[config.mk]
export PLATFORM = sky130hd
export DESIGN_NAME = periodic_split_pipe
export DESIGN_NICKNAME = d
export VERILOG_FILES = /design/src/rtl/psp_pkg.sv /design/src/rtl/psp_ring.sv /design/src/rtl/psp_uframe.sv /design/src/rtl/psp_cs_resp.sv /design/src/rtl/periodic_split_pipe.sv
export SDC_FILE = /design/constraint.sdc
export NUM_CORES = 1
export LEC_CHECK = 0
export BUFFER_PORTS_ARGS = -buffer_cell sky130_fd_sc_hd__buf_2
export CAP_MARGIN = 5
export CORE_MARGIN = 3
export CORE_UTILIZATION = 55
export CTS_CLUSTER_DIAMETER = 200
export DETAILED_ROUTE_END_ITERATION = 6
export PLACE_DENSITY = 0.76
export SETUP_SLACK_MARGIN = 0.02
export SYNTH_ARGS = -nofsm -noshare
export SYNTH_HDL_FRONTEND = slang
export SYNTH_SLANG_ARGS = --single-unit
[constraint.sdc]
create_clock -name clk -period 3.6 [get_ports clk]
set_input_delay 0.72 -clock clk [delete_from_list [all_inputs] [get_ports clk]]
set_output_delay 0.72 -clock clk [all_outputs]
set_load 0.05 [all_outputs]
[src/rtl/psp_pkg.sv]
package psp_pkg;

    // Status codes carried by complete-split results and responses
    typedef enum logic [2:0] {
        RSP_ACK   = 3'd0,
        RSP_NAK   = 3'd1,
        RSP_STALL = 3'd2,
        RSP_TERR  = 3'd3,
        RSP_LAST  = 3'd4,
        RSP_MORE  = 3'd5,
        RSP_NONE  = 3'd6,
        RSP_EMPTY = 3'd7
    } rsp_code_e;

    localparam int unsigned RSP_W = 3;

endpackage

[src/rtl/psp_ring.sv]
module psp_ring #(
    parameter int unsigned WIDTH = 8,
    parameter int unsigned DEPTH = 4
) (
    input  logic             clk,
    input  logic             rst_n,
    input  logic             wr_en,
    input  logic [WIDTH-1:0] din,
    input  logic             rd_en,
    output logic [WIDTH-1:0] head,
    output logic             full,
    output logic             empty
);
    localparam int unsigned AW = (DEPTH > 1) ? $clog2(DEPTH) : 1;
    localparam int unsigned CW = $clog2(DEPTH + 1);
    localparam logic [AW-1:0] LAST_IDX = AW'(DEPTH - 1);
    localparam logic [CW-1:0] FULL_CNT = CW'(DEPTH);

    logic [WIDTH-1:0] mem [DEPTH];
    logic [AW-1:0]    wr_ptr, rd_ptr;
    logic [CW-1:0]    occ;

    function automatic logic [AW-1:0] bump(input logic [AW-1:0] p);
        return (p == LAST_IDX) ? '0 : p + 1'b1;
    endfunction

    always_ff @(posedge clk) begin
        if (!rst_n) begin
            wr_ptr <= '0;
            rd_ptr <= '0;
            occ    <= '0;
        end else begin
            if (wr_en) wr_ptr <= bump(wr_ptr);
            if (rd_en) rd_ptr <= bump(rd_ptr);
            unique case ({wr_en, rd_en})
                2'b10:   occ <= occ + 1'b1;
                2'b01:   occ <= occ - 1'b1;
                default: occ <= occ;
            endcase
        end
    end

    always_ff @(posedge clk) begin
        if (wr_en) mem[wr_ptr] <= din;
    end

    assign head  = mem[rd_ptr];
    assign full  = (occ == FULL_CNT);
    assign empty = (occ == '0);


    no_overflow_chk: assert property (@(posedge clk) disable iff (!rst_n)
        full |-> !wr_en);


    no_underflow_chk: assert property (@(posedge clk) disable iff (!rst_n)
        empty |-> !rd_en);

endmodule

[src/rtl/psp_uframe.sv]
module psp_uframe #(
    parameter int unsigned UF_PER_FRAME = 8
) (
    input  logic                            clk,
    input  logic                            rst_n,
    input  logic                            uf_tick,
    output logic [$clog2(UF_PER_FRAME)-1:0] uf_num,
    output logic                            frame_start
);
    localparam int unsigned UW = $clog2(UF_PER_FRAME);
    localparam logic [UW-1:0] LAST_UF = UW'(UF_PER_FRAME - 1);

    always_ff @(posedge clk) begin
        if (!rst_n) begin
            uf_num      <= '0;
            frame_start <= 1'b0;
        end else begin
            frame_start <= 1'b0;
            if (uf_tick) begin
                if (uf_num == LAST_UF) begin
                    uf_num      <= '0;
                    frame_start <= 1'b1;
                end else begin
                    uf_num <= uf_num + 1'b1;
                end
            end
        end
    end


    frame_on_zero_chk: assert property (@(posedge clk) disable iff (!rst_n)
        frame_start |-> (uf_num == '0));


    single_pulse_chk: assert property (@(posedge clk) disable iff (!rst_n)
        frame_start |=> !frame_start);

endmodule

[src/rtl/psp_cs_resp.sv]
module psp_cs_resp
    import psp_pkg::*;
#(
    parameter int unsigned EP_W   = 11,
    parameter int unsigned DATA_W = 32
) (
    input  logic              clk,
    input  logic              rst_n,
    input  logic              cs_valid,
    input  logic [EP_W-1:0]   cs_ep,
    input  logic              head_vld,
    input  logic [EP_W-1:0]   head_ep,
    input  logic [RSP_W-1:0]  head_status,
    input  logic [DATA_W-1:0] head_data,
    output logic              pop,
    output logic              resp_valid,
    output logic [RSP_W-1:0]  resp_status,
    output logic [DATA_W-1:0] resp_data,
    output logic              udr
);
    typedef enum logic [1:0] {
        CS_IDLE  = 2'd0,
        CS_HIT   = 2'd1,
        CS_MISS  = 2'd2,
        CS_UNDER = 2'd3
    } cs_state_e;

    cs_state_e         state_q, state_d;
    logic [RSP_W-1:0]  hold_status;
    logic [DATA_W-1:0] hold_data;
    logic              tag_match;

    assign tag_match = (cs_ep == head_ep);

    always_comb begin
        state_d = CS_IDLE;
        if (cs_valid) begin
            if (!head_vld)      state_d = CS_UNDER;
            else if (tag_match) state_d = CS_HIT;
            else                state_d = CS_MISS;
        end
    end

    assign pop = cs_valid && head_vld && tag_match;

    always_ff @(posedge clk) begin
        if (!rst_n) begin
            state_q     <= CS_IDLE;
            hold_status <= '0;
            hold_data   <= '0;
        end else begin
            state_q <= state_d;
            if (pop) begin
                hold_status <= head_status;
                hold_data   <= head_data;
            end
        end
    end

    always_comb begin
        resp_valid  = 1'b0;
        resp_status = RSP_NONE;
        resp_data   = '0;
        udr         = 1'b0;
        unique case (state_q)
            CS_IDLE: ;
            CS_HIT: begin
                resp_valid  = 1'b1;
                resp_status = hold_status;
                resp_data   = hold_data;
            end
            CS_MISS: begin
                resp_valid  = 1'b1;
                resp_status = RSP_NONE;
            end
            CS_UNDER: begin
                resp_valid  = 1'b1;
                resp_status = RSP_EMPTY;
                udr         = 1'b1;
            end
            default: ;
        endcase
    end


    underrun_code_chk: assert property (@(posedge clk) disable iff (!rst_n)
        (cs_valid && !head_vld) |=> (udr && resp_status == RSP_EMPTY));


    resp_follows_req_chk: assert property (@(posedge clk) disable iff (!rst_n)
        cs_valid |=> resp_valid);

endmodule

[src/rtl/periodic_split_pipe.sv]
module periodic_split_pipe
    import psp_pkg::*;
#(
    parameter int unsigned EP_W         = 11,
    parameter int unsigned DATA_W       = 32,
    parameter int unsigned SS_DEPTH     = 4,
    parameter int unsigned CS_DEPTH     = 4,
    parameter int unsigned UF_PER_FRAME = 8
) (
    input  logic                            clk,
    input  logic                            rst_n,
    input  logic                            ss_valid,
    output logic                            ss_ready,
    input  logic [EP_W-1:0]                 ss_ep,
    input  logic [DATA_W-1:0]               ss_data,
    output logic                            ss_ovr,
    output logic                            dn_valid,
    input  logic                            dn_ready,
    output logic [EP_W-1:0]                 dn_ep,
    output logic [DATA_W-1:0]               dn_data,
    input  logic                            res_valid,
    output logic                            res_ready,
    input  logic [EP_W-1:0]                 res_ep,
    input  logic [2:0]                      res_status,
    input  logic [DATA_W-1:0]               res_data,
    input  logic                            rx_active,
    input  logic [EP_W-1:0]                 rx_ep,
    input  logic                            uf_tick,
    output logic [$clog2(UF_PER_FRAME)-1:0] uf_num,
    output logic                            frame_start,
    input  logic                            cs_valid,
    output logic                            cs_ready,
    input  logic [EP_W-1:0]                 cs_ep,
    output logic                            cs_resp_valid,
    output logic [2:0]                      cs_resp_status,
    output logic [DATA_W-1:0]               cs_resp_data,
    output logic                            cs_udr
);
    localparam int unsigned SS_W = EP_W + DATA_W;
    localparam int unsigned CS_W = EP_W + RSP_W + DATA_W;

    // ---------------- start-split queue ----------------
    logic            ss_full, ss_empty, ss_wr, ss_rd;
    logic [SS_W-1:0] ss_head;

    assign ss_ready = !ss_full;
    assign ss_wr    = ss_valid && !ss_full;
    assign ss_ovr   = ss_valid && ss_full;
    assign dn_valid = !ss_empty;
    assign ss_rd    = dn_valid && dn_ready;
    assign {dn_ep, dn_data} = ss_head;

    psp_ring #(.WIDTH(SS_W), .DEPTH(SS_DEPTH)) u_ss_ring (
        .clk   (clk),
        .rst_n (rst_n),
        .wr_en (ss_wr),
        .din   ({ss_ep, ss_data}),
        .rd_en (ss_rd),
        .head  (ss_head),
        .full  (ss_full),
        .empty (ss_empty)
    );

    // ---------------- complete-split queue ----------------
    logic              cs_full, cs_empty, cs_wr, cs_pop, capture;
    logic [CS_W-1:0]   cs_din, cs_head;
    logic [EP_W-1:0]   head_ep;
    logic [RSP_W-1:0]  head_status;
    logic [DATA_W-1:0] head_data;

    assign capture   = uf_tick && rx_active && !cs_full;
    assign res_ready = !cs_full && !capture;
    assign cs_wr     = capture || (res_valid && res_ready);
    assign cs_din    = capture ? {rx_ep, RSP_MORE, {DATA_W{1'b0}}}
                               : {res_ep, res_status, res_data};
    assign {head_ep, head_status, head_data} = cs_head;

    psp_ring #(.WIDTH(CS_W), .DEPTH(CS_DEPTH)) u_cs_ring (
        .clk   (clk),
        .rst_n (rst_n),
        .wr_en (cs_wr),
        .din   (cs_din),
        .rd_en (cs_pop),
        .head  (cs_head),
        .full  (cs_full),
        .empty (cs_empty)
    );

    // ---------------- complete-split lookup ----------------
    assign cs_ready = 1'b1;

    psp_cs_resp #(.EP_W(EP_W), .DATA_W(DATA_W)) u_cs_resp (
        .clk         (clk),
        .rst_n       (rst_n),
        .cs_valid    (cs_valid),
        .cs_ep       (cs_ep),
        .head_vld    (!cs_empty),
        .head_ep     (head_ep),
        .head_status (head_status),
        .head_data   (head_data),
        .pop         (cs_pop),
        .resp_valid  (cs_resp_valid),
        .resp_status (cs_resp_status),
        .resp_data   (cs_resp_data),
        .udr         (cs_udr)
    );

    // ---------------- microframe timer ----------------
    psp_uframe #(.UF_PER_FRAME(UF_PER_FRAME)) u_uframe (
        .clk         (clk),
        .rst_n       (rst_n),
        .uf_tick     (uf_tick),
        .uf_num      (uf_num),
        .frame_start (frame_start)
    );


    miss_keeps_head_chk: assert property (@(posedge clk) disable iff (!rst_n)
        (cs_valid && !cs_empty && cs_ep != head_ep) |-> !cs_pop);


    hit_pops_head_chk: assert property (@(posedge clk) disable iff (!rst_n)
        (cs_valid && !cs_empty && cs_ep == head_ep) |-> cs_pop);


    capture_blocks_res_chk: assert property (@(posedge clk) disable iff (!rst_n)
        (uf_tick && rx_active && !cs_full) |-> (!res_ready && cs_wr));


    overrun_flag_chk: assert property (@(posedge clk) disable iff (!rst_n)
        ss_ovr |-> !ss_ready);

endmodule

==> flow_summary.toml <==
[run_status]
status = "finished, final reports clean"

[synthesis]
synth.avg_cell_area_um2 = 18.8
synth_cell_type_count = 35
synth-edff-count = 356
ys_seq_elements = 415
syn-num-nets = 995
syn_inst = 860
synth_common_cells = "356 x edfxtp_1, 89 x mux4_2, 84 x nand2_1, 59 x dfxtp_1, 43 x mux2i_1"
yosysMostFrequentCell = "edfxtp_1"
synth_top_area_share_pct = 66.1
netlist_area_um2 = 16200
synth_area_leaders = "edfxtp_1 66%, mux4_2 12%, dfxtp_1 7.3%, mux2i_1 2.7%, nand2_1 2.0%"
ys_async_sr_fraction_pct = 0
ys_warn_count = 0
ys.flop_type = "edfxtp_1"
yosys.area.top_type = "edfxtp_1"
ys_seq_area_share_pct = 73.4

[timing]
finClkSkew_ns = 0.0176
post-route-period-util_pct = 86.5
worstMarginPinSlew_ns = 0.782
setup_viol = 0
rsz0062_at_grt = "no"
finalHoldViolCount = 0
finalCriticalPeriod_ns = 3.11
timing.setup.tns_ns = 0
slew_violations = 0
fmax_mhz = 321
slew-limit-headroom_pct = 47.9

[critical_path]
path_cells = "mux4_2 > xnor2_1 > nand4_1 > nor4_1 > ha_1 > inv_1 > fa_1 > xor2_1 > or3_1 > a21boi_0"
critical_path_class = "register to register"
cp-end-kind = "register"
slowest_delay_ns = 0.55
crit_fanout = 14
critical_path.startpoint_type = "register"
r2r_cells = 10
required_ns = 4.04
critPathSlowestCell = "mux4_2"
cp.arrival_ns = 3.56

[global_routing]
track_usage_pct = 19.6
grt.overflow.total = 0
grt_antenna_before_repair = 1
grt_pass1_vias = 8568
grt_max_degree = 51
grt_pass1_wl_um = 47700

[clock_network]
clk_path_buf_depth = 3
root_buffer = "clkbuf_16"
cts.hold.buffers_added = 0
cts_sinks = 415
cts_buffers = 43
cts_tree = "built"
clock_latency_ns = 0.52
ctsResizeCount = 0
ctsHtreeMaxLevel = 2
cts_setup_buffers = 0
path_clk_slew_ns = 0.06

[power_and_ir_drop]
ir_worst_vdd_mv = 0.501
leakagePower_nw = 6.99
powerDensity_nw_per_um2 = 637
finalPower_w = 0.0122

[detailed_routing]
wirelength_um = 30700
route.vias.total = 8251
first_pass_iters = 5
routed-wl-met3_um = 2330
drc = 0
dr_wl_met2_um = 15600
drt-initial-drc-count = 547
final_antenna_net_count = 0
met1_length_um = 12300
via_per_inst = 5.48
routedWlPerCell_um = 20.4
topRoutingLayerUsed = "met5"

[die]
ioPinCount = 208
core_um2 = 28900
die_w_um = 177
die_h_um = 177
start_util_pct = 56.0
dieArea_um2 = 31500
fp-row-count = 62

[final_layout]
fin_cells = 1505
insertedDiodeCount = 0
fin_nets = 1222
area_growth_pct = 18.3
drive_gt1_share_pct = 36.6
finish.utilization_pct = 66.3

[min_path]
worstHoldPathType = "primary input to register"
hold_depth = 1

[placement]
numPortBuffers = 206
dpl.hpwl_um = 19500
dp.cells = 1426
gp_congestion = 0.747

[run]
max_cap_violations = 0
-- kinds of logic (layout without fill, tap and decap cells) --
| logic type | after synthesis | count (layout) | share of synthesized area, % |
|---|---|---|---|
| AO/OA/AOI/OAI | 13 | 13 | 0.511 |
| multiplexers | 143 | 143 | 15.8 |
| flip-flops | 415 | 415 | 73.4 |
| AND/OR/NAND/NOR | 202 | 202 | 6.38 |
| adder cells (fa/ha/maj) | 16 | 16 | 1.33 |
| other | 1 | 1 | 0.0232 |
| XOR/XNOR | 15 | 15 | 0.905 |
| buffers and inverters | 55 | 316 | 1.60 |
-- state kept, by name, summed over array words and instances, names as in the netlist, 3 cells and up, named ones only --
signal / cells
u_ss_ring.occ: 3
u_cs_ring.mem: 184
u_cs_ring.occ: 3
u_ss_ring.mem: 172
u_cs_resp.hold_status: 3
u_uframe.uf_num: 3
u_cs_resp.hold_data: 32
-- layout make-up --
| cell class | count | area (um^2) |
|---|---|---|
| timing repair buffer | 225 | 1270 |
| sequential | 415 | 11900 |
| tap | 384 | 480 |
| multi-input combinational | 390 | 4060 |
| clock inverter | 18 | 163 |
| clock buffer | 61 | 1220 |
| inverter | 12 | 45.0 |
| fill | 1978 | 9730 |
-- worst max-delay path, delay by kind of cell, from the launching register on --
family | cells | cell delay (ns)
DFF | 1 | 0.50
AOI/OAI and AO/OA | 1 | 0.16
adders and majority gates | 2 | 0.62
and+or+nand+nor | 3 | 0.75
buffers and inverters | 1 | 0.06
xor gates and xnor gates | 2 | 0.39
muxes | 1 | 0.55
-- cell usage in the layout, fill, tap and decap left out, types with 3 or more instances in the layout --
cell type and instances:
a21boi_0 4, a21oi_1 3, and2_1 37, and2_2 4
and3_1 3, and3_2 4, buf_12 8, buf_2 206
buf_4 11, clkbuf_1 11, clkbuf_16 44, clkbuf_8 6
clkinv_1 4, clkinv_2 6, dfxtp_1 55, dfxtp_2 3
edfxtp_1 356, ha_1 14, inv_1 12, mux2_2 11
mux2i_1 43, mux4_2 89, nand2_1 84, nand2b_1 3
nand4_1 4, nor2_1 6, nor2b_1 40, nor3_1 3
o21ai_0 4, or2_2 3, or3_1 4, xnor2_1 11
-- path summary, 6_finish.rpt --
path | from | endpoint | slack (ns)
worst max-delay path | register | u_cs_ring.occ[2] | 0.49
worst min-delay path | ss_data[19] | u_ss_ring.mem[0][19] | 0.41
worst max register to register | register | u_cs_ring.occ[2] | 0.49
worst min register to register | u_cs_resp.hold_data[28] | u_cs_resp.hold_data[28] | 0.45
-- report_power, final --
| part | internal [W] | total [W] | switching [W] |
|---|---|---|---|
| sequential | 0.00563 | 0.00573 | 0.000105 |
| clock | 0.00253 | 0.00426 | 0.00173 |
| combinational | 0.000723 | 0.00219 | 0.00147 |
-- per-layer routing --
layer  global-route usage (%)  vias up
li1                         -     3777
met1                     26.5     4136
met2                     33.6      298
met3                     3.85       38
met4                     4.22        2
met5                        0        -
-- stage by stage --
step	area, um^2	worst slack, ns	hold WS (ns)
after floorplan	16200	0.494	0.433
after CTS	19100	0.445	0.381
after global placement	17700	0.538	0.441
after detailed placement	17700	0.465	0.450
final	19100	0.487	0.407
after global routing	19100	0.239	0.394
No activity file was read; power rests on OpenSTA's default activity.
